File: src/rtl/mmio_ide_window_pkg.sv
package mmio_ide_window_pkg;

  // Strobes from the cycle classifier to the page/select datapath.
  typedef struct packed {
    logic pageLoad;   // I/O write addressed to the page register
    logic dirOk;      // memory strobe agrees with the addressed half
    logic writeHalf;  // address falls in the upper (write) half
    logic oddByte;    // address bit 0
  } winStrobe_t;

endpackage

File: src/rtl/mmio_ide_window_ctrl.sv
module mmio_ide_window_ctrl
  import mmio_ide_window_pkg::*;
#(
  parameter int IO_W = 10,
  parameter logic [IO_W-1:0] REG_ADDR = 10'h30F
) (
  input  logic [IO_W-1:0] ioAddr,
  input  logic            halfSel,
  input  logic            byteSel,
  input  logic            memRd,
  input  logic            memWr,
  input  logic            ioWr,
  output winStrobe_t      strb
);

  logic regAddrEq;
  logic readHalfOk;
  logic writeHalfOk;

  always_comb begin
    regAddrEq   = (ioAddr == REG_ADDR);
    // Each half answers only the strobe of its own direction.
    readHalfOk  = memRd && !halfSel;
    writeHalfOk = memWr &&  halfSel;

    strb.pageLoad  = ioWr && regAddrEq;
    strb.dirOk     = readHalfOk || writeHalfOk;
    strb.writeHalf = halfSel;
    strb.oddByte   = byteSel;
  end

endmodule

File: src/rtl/mmio_ide_window_dp.sv
module mmio_ide_window_dp
  import mmio_ide_window_pkg::*;
#(
  parameter int PAGE_W = 8,
  parameter int HI_W   = 10,
  parameter int DA_W   = 3
) (
  input  logic              clk,
  input  logic              rstN,
  input  logic [PAGE_W-1:0] ioData,
  input  logic [HI_W-1:0]   hiAddr,
  input  winStrobe_t        strb,
  input  logic [DA_W-1:0]   portDa,
  output logic [PAGE_W-1:0] pageVal,
  output logic              windowHit,
  output logic              cs0N,
  output logic              cs1N,
  output logic [DA_W-1:0]   ideDa,
  output logic              latchLoad,
  output logic              latchDrive
);

  localparam int GAP_W = HI_W - PAGE_W;

  logic [PAGE_W-1:0] pageQ;
  logic              winEnable;
  logic              pageEq;
  logic              gapClear;
  logic              hit;
  logic              realXfer;

  // Page register: loaded from the I/O data byte.
  always_ff @(posedge clk) begin
    if (!rstN) begin
      pageQ <= '0;
    end else if (strb.pageLoad) begin
      pageQ <= ioData;
    end
  end

  // Address bits between the page compare and the window offset must be 0.
  generate
    if (GAP_W > 0) begin : g_gap
      assign gapClear = ~|hiAddr[GAP_W-1:0];
    end else begin : g_nogap
      assign gapClear = 1'b1;
    end
  endgenerate

  always_comb begin
    winEnable = pageQ[PAGE_W-1];
    pageEq    = (hiAddr[HI_W-1 -: PAGE_W] == pageQ);
    hit       = winEnable && pageEq && gapClear && strb.dirOk;
    // Bit 0 picks transfer vs no-op; the write half reverses its sense.
    realXfer  = (strb.oddByte == strb.writeHalf);

    cs0N       = 1'b1;
    cs1N       = 1'b1;
    ideDa      = portDa;
    latchLoad  = 1'b0;
    latchDrive = 1'b0;
    if (hit) begin
      cs0N       = !realXfer;
      cs1N       =  realXfer;
      ideDa      = '0;
      latchLoad  = !strb.oddByte;
      latchDrive =  strb.oddByte;
    end
  end

  assign pageVal   = pageQ;
  assign windowHit = hit;

endmodule

File: src/rtl/mmio_ide_window.sv
module mmio_ide_window
  import mmio_ide_window_pkg::*;
#(
  parameter int ADDR_W   = 20,
  parameter int PAGE_W   = 8,
  parameter int WIN_W    = 10,
  parameter int IO_W     = 10,
  parameter int DA_W     = 3,
  parameter logic [IO_W-1:0] IO_BASE = 10'h300,
  parameter int REG_OFFS = 15
) (
  input  logic              clk,
  input  logic              rstN,
  input  logic [ADDR_W-1:0] isaAddr,
  input  logic [PAGE_W-1:0] ioData,
  input  logic              memRd,
  input  logic              memWr,
  input  logic              ioWr,
  input  logic [DA_W-1:0]   portDa,
  output logic              cs0N,
  output logic              cs1N,
  output logic [DA_W-1:0]   ideDa,
  output logic              latchLoad,
  output logic              latchDrive,
  output logic              windowHit
);

  localparam int HI_W     = ADDR_W - WIN_W;
  localparam int HALF_BIT = WIN_W - 1;
  localparam logic [IO_W-1:0] REG_ADDR = IO_BASE + IO_W'(REG_OFFS);

  winStrobe_t        strb;
  logic [PAGE_W-1:0] pageVal;

  mmio_ide_window_ctrl #(
    .IO_W    (IO_W),
    .REG_ADDR(REG_ADDR)
  ) uCtrl (
    .ioAddr (isaAddr[IO_W-1:0]),
    .halfSel(isaAddr[HALF_BIT]),
    .byteSel(isaAddr[0]),
    .memRd  (memRd),
    .memWr  (memWr),
    .ioWr   (ioWr),
    .strb   (strb)
  );

  mmio_ide_window_dp #(
    .PAGE_W(PAGE_W),
    .HI_W  (HI_W),
    .DA_W  (DA_W)
  ) uDp (
    .clk       (clk),
    .rstN      (rstN),
    .ioData    (ioData),
    .hiAddr    (isaAddr[ADDR_W-1:WIN_W]),
    .strb      (strb),
    .portDa    (portDa),
    .pageVal   (pageVal),
    .windowHit (windowHit),
    .cs0N      (cs0N),
    .cs1N      (cs1N),
    .ideDa     (ideDa),
    .latchLoad (latchLoad),
    .latchDrive(latchDrive)
  );

endmodule

File: config.mk
export PLATFORM = sky130hd
export DESIGN_NAME = mmio_ide_window
export DESIGN_NICKNAME = d
export VERILOG_FILES = /design/src/rtl/mmio_ide_window_pkg.sv /design/src/rtl/mmio_ide_window_ctrl.sv /design/src/rtl/mmio_ide_window_dp.sv /design/src/rtl/mmio_ide_window.sv
export SDC_FILE = /design/constraint.sdc
export NUM_CORES = 1
export LEC_CHECK = 0
export CORE_MARGIN = 2
export CORE_UTILIZATION = 35
export CTS_BUF_LIST = sky130_fd_sc_hd__clkbuf_4
export DETAILED_ROUTE_END_ITERATION = 16
export GPL_TIMING_DRIVEN = 1
export MAX_ROUTING_LAYER = met4
export PLACE_DENSITY = 0.79
export SYNTH_ARGS = -nofsm -noshare
export SYNTH_HDL_FRONTEND = slang
export SYNTH_SLANG_ARGS = --single-unit
File: constraint.sdc
create_clock -name clk -period 1.7 [get_ports clk]
set_clock_uncertainty 0.1 [all_clocks]
set_input_delay 0.34 -clock clk [delete_from_list [all_inputs] [get_ports clk]]
set_output_delay 0.34 -clock clk [all_outputs]
set_load 0.02 [all_outputs]
# --- After elaboration in Yosys (flattened, before gate mapping) ---
# Cells that the tools add are included.
classes:
  mux: 5
  n_eq_ne: 3
  bitwise: 0
  n_shift: 0
  reduce_logical: 12
  order_cmp: 0
  n_div: 0
  mul: 0
  addsub: 0
ops:
  columns: ["op", "count"]
  rows:
  - ["equality test 10 bit, second input constant", 1]
  - ["equality test 8 bit", 1]
  - ["logical AND 1 bit", 6]
  - ["logical NOT 1 bit", 4]
  - ["2-to-1 mux 1 bit", 4]
  - ["2-to-1 mux 3 bit", 1]
  - ["OR reduction 2 bit", 1]
  - ["equality test 1 bit", 1]
  - ["logical OR 1 bit", 1]
totals:
  mem_bits_rw: 0
  rom_bits: 0
  latchBits: 0
  out_inout_bits: 8
  memories: 0
  regBits: 8

# --- Longest topological paths before layout ---
# Gate-level depths: netlist of the first run.
logic_depth:
  depth_word: 5
  ltp_mapped: 4

# --- Cells and area by module ---
# A second synthesis of the first run with hierarchy kept.
hier_totals:
  cells_unflattened: 55
  hier_area_um2: 544.3
modules_own_cells:
  columns: ["mod", "seq_area_each_um2", "cells_each", "n_inst", "area_per_inst_um2"]
  rows:
  - ["mmio_ide_window_dp", 160.2, 48, 1, 480.5]
  - ["mmio_ide_window_ctrl", 0.0, 7, 1, 63.8]

# --- Least setup slack after synthesis of the first run ---
# Ideal clock, no wire load.
synth_timing:
  kind: "input port to output port"
  from: "input isaAddr[18]"
  to: "output latchLoad"
  path_buffers: 0
  path_stages: 3
  arrival_ns: 1.405
  slack_ns: -0.145
  required_time_ns: 1.260
  path_cell_list: "xnor2_1 > nand4_1 > nor4_1"
synth_between:
  elab_chain_len: 5
synth_lines:
  columns: ["item", "line", "text"]
  rows:
  - ["start: declaration", "mmio_ide_window.sv:14", "input logic [ADDR_W-1:0] isaAddr,"]
  - ["equality test 8 bit", "mmio_ide_window_dp.sv:52", "pageEq = (hiAddr[HI_W-1 -: PAGE_W] == pageQ);"]
  - ["logical AND 1 bit (3 in a row)", "mmio_ide_window_dp.sv:53", "hit = winEnable && pageEq && gapClear && strb.dirOk;"]
  - ["2-to-1 mux 1 bit", "mmio_ide_window_dp.sv:62", "if (hit) begin"]
  - ["end: declaration", "mmio_ide_window.sv:23", "output logic latchLoad,"]
# Every way passes these cells.

# --- Final worst setup path of the first run ---
layout_timing:
  from: "register uDp.pageQ[6] (netlist: uDp.pageVal[6])"
  to: "output cs0N"
layout_between:
  elab_chain_len: 5
layout_lines:
  columns: ["item", "line", "text"]
  rows:
  - ["start: declaration", "mmio_ide_window_dp.sv:25", "logic [PAGE_W-1:0] pageQ;"]
  - ["start signal: assignment", "mmio_ide_window_dp.sv:37", "pageQ <= ioData;"]
  - ["equality test 8 bit", "mmio_ide_window_dp.sv:52", null]
  - ["logical AND 1 bit (3 in a row)", "mmio_ide_window_dp.sv:53", null]
  - ["2-to-1 mux 1 bit", "mmio_ide_window_dp.sv:62", null]
  - ["end: declaration", "mmio_ide_window.sv:20", "output logic cs0N,"]
# Every way passes these cells.

==> results of run 1 <==
==> cell usage after synthesis, drive strengths merged <==
library cell / instances / area, sq um
nand4: 12 / 90.1
a21oi: 8 / 40.0
dfxtp: 8 / 160
o31ai: 8 / 60.1
xnor2: 7 / 95.1
and4: 4 / 37.5
o31a: 3 / 30.0
buf: 2 / 7.51
clkbuf: 2 / 7.51
and3: 1 / 6.26
inv: 1 / 3.75
mux2: 1 / 15.0
nand3: 1 / 5.00
nand4bb: 1 / 11.3
nor2: 1 / 3.75
nor3: 1 / 5.00
nor3b: 1 / 7.51
nor4: 1 / 6.26
nor4bb: 1 / 10.0
or3b: 1 / 8.76
or4: 1 / 7.51
xor2: 1 / 8.76
==> what timing repair did <==
action,4_1_cts,5_1_grt
resized for setup,83,5
pin swaps,18,3
setup endpoints to repair,9,8
setup buffers,2,0
==> per-layer routing <==
metal	vias to the layer above	global-route usage, %	routed length [microns]
li1	385	-	-
met1	347	21.3	757
met2	46	40.0	1000
met3	5	2.75	158
met4	0	8.57	31
met5	-	-	0
==> worst max path at each step <==
stage,startpoint,endpoint,slack [ps]
floorplan,uDp.pageVal[6],cs0N,-30
global placement,isaAddr[12],cs0N,-960
detailed placement,isaAddr[16],cs0N,-990
CTS,uDp.pageVal[5],cs0N,-280
global route,uDp.pageVal[6],cs0N,-360
finish,uDp.pageVal[6],cs0N,-290
==> cells in the final DEF, fill, tap and decap left out, drive strengths merged, types with 3 or more instances in the layout <==
master	Yosys	layout
clkbuf	2	4
clkdlybuf4s50	0	21
o31ai	8	8
nand4	12	12
clkdlybuf4s15	0	7
and4	4	4
dfxtp	8	8
buf	2	20
o31a	3	3
dlygate4sd2	0	6
a21oi	8	8
xnor2	7	7
==> power groups by stage <==
stage	sequential [mW]	combinational (mW)	clock, mW
after floorplan	0.192	0.0512	0
after global placement	0.192	0.161	0
after detailed placement	0.192	0.164	0
after CTS	0.188	0.169	0.149
after global routing	0.187	0.182	0.159
final	0.188	0.170	0.149
==> logic make-up (layout without fill, tap and decap cells) <==
family / after synthesis / count (layout) / synth area share [%]
DFF: 8 / 8 / 25.5
muxes: 1 / 1 / 2.39
AOI/OAI and AO/OA: 19 / 19 / 20.8
buffers and inverters: 5 / 59 / 2.99
xor gates and xnor gates: 8 / 8 / 16.6
and+or+nand+nor: 26 / 26 / 31.7
==> layout make-up <==
class | count | area (sq um)
fillers | 128 | 455
inverters | 1 | 3.75
flip-flops and latches | 8 | 169
clock buffers | 3 | 22.5
well taps | 25 | 31.3
repair buffers | 55 | 514
multi-input cells | 54 | 512
==> per-stage QoR <==
step | std cells | setup TNS [ps]
final | 146 | -1390
after global routing | 146 | -1940
after CTS | 146 | -1400
after detailed placement | 141 | -8870
after global placement | 141 | -8480
after floorplan | 67 | -26.4
==> worst min-delay path, cell delays in order, from the launching register on <==
cell and delay (ps):
dfxtp_2 330, o31ai_1 60, a21oi_1 60
==> results_dict.tcl, run 1 <==
set metrics [dict create \
    clkLatencyLatePin_ps 250 \
    wl_microns 1950 \
    cpLargestDelayFamily "simple AND/OR/NAND/NOR gates" \
    cp.required_ps 1260 \
    clockPowerShare_pct 29.4 \
    r2r_start "uDp.pageVal[7]" \
    ctsHoldBuffers 0 \
    crit_buf_inv 1 \
    drc 0 \
    placed_area_sq_um 1170 \
    critPathMaxStageDelay_ps 560 \
    root_buffer "clkbuf_4" \
    peakVddDrop_uv 335 \
    drv_slew 0 \
    syn_avg_cell_area_sq_um 9.36 \
    rsz0062_at_grt "true" \
    violations "negative setup slack" \
    worstHoldEndpoint "uDp.pageVal[5]" \
    leakagePower_nw 0.475 \
    path_clk_slew_ps 60 \
    holdPathStages 2 \
    drv_cap 0 \
    fin_area_sq_um 1250 \
    setup_viol 8 \
    max-clock-path-buffers 2 \
    finalHoldViolCount 0 \
    start_kind "flop" \
    clock_sink_count 8 \
    routedWlPerCell_microns 13.4 \
    via_per_inst 5.36 \
    power.net_switching_mw 0.129 \
    path_class "reg -> out" \
    pin_count 44 \
    syn_area_sq_um 627 \
    seq_power_share_pct 37.0 \
    synth.distinct_cells 26 \
    syn_to_final_growth_pct 99.8 \
    period_minus_slack_ps 1990 \
    r2r_setup_slack_ps 890 \
    antenna_found_initial 0 \
    die_w_microns 46.3 \
    nets 159 \
    path_max_fanout 2 \
    slew_headroom_pct 84.0 \
    p_int_mw 0.378 \
    ys_seq_elements 8 \
    grt_max_degree 9 \
    grt_overflow_total 0 \
    max_freq_mhz 502 \
    drive_gt1_share_pct 43.8 \
    diodes 0 \
    num_vias 783 \
    grt_pass1_vias 734 \
    arrival_ps 1550 \
    grt_usage_pct 21.1 \
    synthCells 67 \
    pre_cts_slack_ps -988 \
    power.total_mw 0.507 \
    hold_path.class "reg -> reg" \
    combinationalPowerShare_pct 33.6 \
    core_sq_um 1710 \
    portBuffers 43 \
    crit_slowest_cell "or4_4" \
    cp.depth 4 \
    rows 15 \
    rr_endpoint "uDp.pageVal[7]" \
    min_from "uDp.pageVal[5]" \
    whs_ps 389 \
    cts_buffers 3 \
    fp.dieH_microns 46.3 \
    swShare_pct 25.5 \
    first_pass_iters 4 \
    dp_hpwl_microns 1530 \
    largest_reg_flops 8 \
    grt_first_pass_wirelength_microns 3070 \
    p_per_area_nw_per_um2 405 \
    r2r_cells 3 \
    status "complete, but fails checks" \
    post-route-period-util_pct 117 \
    yosysWarnings 0 \
    cts_tree "built" \
    detail-route-antenna-nets 0 \
    postLayoutCoreUtil_pct 73.3 \
    gp_congestion 0.747 \
    cp-end-kind "output pin" \
    start_util_pct 36.7 \
    synth_nets 103 \
    worstMarginPinSlew_ps 237 \
    seq_area_frac_synth_pct 25.5 \
    drt_iter0_drc 4 \
    critical_path.cell_chain "xnor2_2, nand4_1, or4_4, buf_6" \
    cts_htree_levels 1 \
    fin_ws_ps -292 \
    die_area_sq_um 2150 \
]
(Power assumes the default switching activity.)
==> run 2, diff against run 1 <==
CORE_UTILIZATION = 31   (was 35)
CTS_BUF_LIST = default   (was sky130_fd_sc_hd__clkbuf_4)
PLACE_DENSITY = 0.76   (was 0.79)
SYNTH_HIERARCHICAL = 1   (was default)
==> run 2 against run 1 <==
  * The flow still finishes with violations (negative setup slack)
  * Global-route usage fell by 2.6 points
  * Setup slack improved by 2.2 ps
  * Synthesized cell count fell by 18%
  * Maximum frequency rose by 0.11%
  * Clock power fell by 5%
  * Highest routed layer is now met3
==> results_dict.tcl, run 2 <==
set metrics [dict create \
    startpoint "isaAddr[17]" \
    synth_top_cell_by_area "dfxtp_1" \
    seq_area_frac_synth_pct 29.4 \
    holdPathStages 2 \
    synthArstFlopShare_pct 0 \
    leakagePower_nw 0.439 \
    cts_htree_levels 1 \
    violations "negative setup slack" \
    core_sq_um 1690 \
    r2r_start "uDp/pageVal[7]" \
    r2r_setup_slack_ps 870 \
    period_minus_slack_ps 1990 \
    finalHoldViolCount 0 \
    grt_max_degree 9 \
    grt_overflow_total 0 \
    cp-end-kind "output pin" \
    final_common_cell "clkdlybuf4s50_1" \
    fin_cells 125 \
    gp_congestion 0.793 \
    arrival_ps 1550 \
    synthCells 55 \
    max_freq_mhz 503 \
    yosysWarnings 6 \
    p_per_area_nw_per_um2 415 \
    fin_area_sq_um 1120 \
    power.total_mw 0.467 \
    antenna_found_initial 0 \
    detail-route-antenna-nets 0 \
    pin_count 44 \
    postLayoutCoreUtil_pct 66.6 \
    largest_reg_flops 8 \
    drc 0 \
    placed_area_sq_um 1040 \
    worstMarginPinSlew_ps 212 \
    die_area_sq_um 2110 \
    cts_buffers 3 \
    num_vias 619 \
    clock_sink_count 8 \
    synth_ff_type "dfxtp_1" \
    synth.distinct_cells 20 \
    rr_endpoint "uDp/pageVal[7]" \
    start_kind "input port" \
    start_util_pct 32.2 \
    path_class "in -> out" \
    via_per_inst 4.95 \
    clkLatencyLatePin_ps 250 \
    rows 15 \
    post-route-period-util_pct 117 \
    root_buffer "clkbuf_4" \
    path_max_fanout 2 \
    grt_usage_pct 18.6 \
    syn_area_sq_um 544 \
    synth_nets 91 \
    die_w_microns 45.9 \
    dp.cells 119 \
    r2r_cells 3 \
    diodes 0 \
    synthTopCellsByArea "dfxtp_1 (29%), mux2i_1 (15%), xnor2_1 (11%)" \
    synth_edf_count 0 \
    grt_first_pass_wirelength_microns 2700 \
    fin_setup_tns_ps -1580 \
    fp.dieH_microns 45.9 \
    cts_tree "built" \
    syn_to_final_growth_pct 107 \
    dp_hpwl_microns 1390 \
    ys_seq_elements 8 \
    whs_ps 441 \
    max-clock-path-buffers 2 \
    hold_path.class "reg -> reg" \
    peakVddDrop_uv 271 \
    rsz0062_at_grt "true" \
    fin_ws_ps -290 \
    drv_cap 0 \
    grt_pass1_vias 622 \
    path_clk_slew_ps 50 \
    routedWlPerCell_microns 14.0 \
    ctsHoldBuffers 0 \
    yosys.area.top_type_share_pct 29.4 \
    synthTopCellsByCount "dfxtp_1 (8), mux2i_1 (8), nor2b_1 (8)" \
    worstHoldEndpoint "uDp/pageVal[3]" \
    syn_avg_cell_area_sq_um 9.90 \
    drt_iter0_drc 3 \
    drive_gt1_share_pct 44.4 \
    setup_viol 8 \
    cp.required_ps 1260 \
    portBuffers 43 \
    min_from "uDp/pageVal[3]" \
    wl_microns 1750 \
    status "complete, but fails checks" \
    first_pass_iters 4 \
    slew_headroom_pct 85.8 \
    nets 146 \
    pre_cts_slack_ps -965 \
    drv_slew 0 \
]
-- run 2: changes by cell type in the layout (fill, tap and decap cells not counted), sizes merged, moves of 2 or more --
cell           delta
nand4             -9
a21oi             -8
mux2i             +8
nor2b             +8
o31ai             -8
clkdlybuf4s50     -6
clkdlybuf4s15     +2
dlygate4sd2       +2
or4bb             +2
-- run 2: how the worst max path moves through the flow --
stage	cells past startpoint	to	slack, ps
floorplan	3	cs0N	-70
global placement	5	cs0N	-920
detailed placement	5	cs0N	-970
CTS	4	cs0N	-300
global route	4	cs0N	-340
finish	5	cs0N	-290
-- run 2: layout make-up --
cell class | instances | area [sq um]
repair buffers | 53 | 480
multi-input cells | 44 | 433
flip-flops and latches | 8 | 168
clock buffers | 3 | 22.5
well taps | 17 | 21.3
fillers | 142 | 564
-- run 2: routing by layer --
| metal | vias to the layer above | share of wire, % | GRT usage [%] |
|---|---|---|---|
| met4 | 0 | 0 | 10.3 |
| met5 | - | 0 | - |
| met2 | 29 | 48 | 31.4 |
| met1 | 278 | 41 | 20.5 |
| li1 | 312 | - | - |
| met3 | 0 | 11 | 2.78 |
-- run 2: cell families (layout without fill, tap and decap cells) --
family	count (synthesis)	count (layout)	synth area share (%)
AO/OA/AOI/OAI	3	3	5.52
XOR/XNOR	8	8	12.9
buffers and inverters	3	56	3.68
flip-flops	8	8	29.4
multiplexers	9	9	16.8
AND/OR/NAND/NOR	24	24	31.7
-- run 2: where the power goes --
part           internal [mW]  total [mW]  switching (mW)
clock network         0.0805       0.141          0.0604
registers              0.188       0.188       0.0000637
logic                 0.0950       0.138          0.0431
-- run 2: repair_timing --
item | CTS | global route
pin swaps | 17 | 10
setup buffers | 1 | 2
gates resized for setup | 87 | 10
endpoints found under the setup margin | 16 | 16
-- run 2: critical path, cell delays in order --
cell and delay [ps]:
dlygate4sd2_1 260, xnor2_2 180, nand3_2 100, or4_4 530, buf_6 150
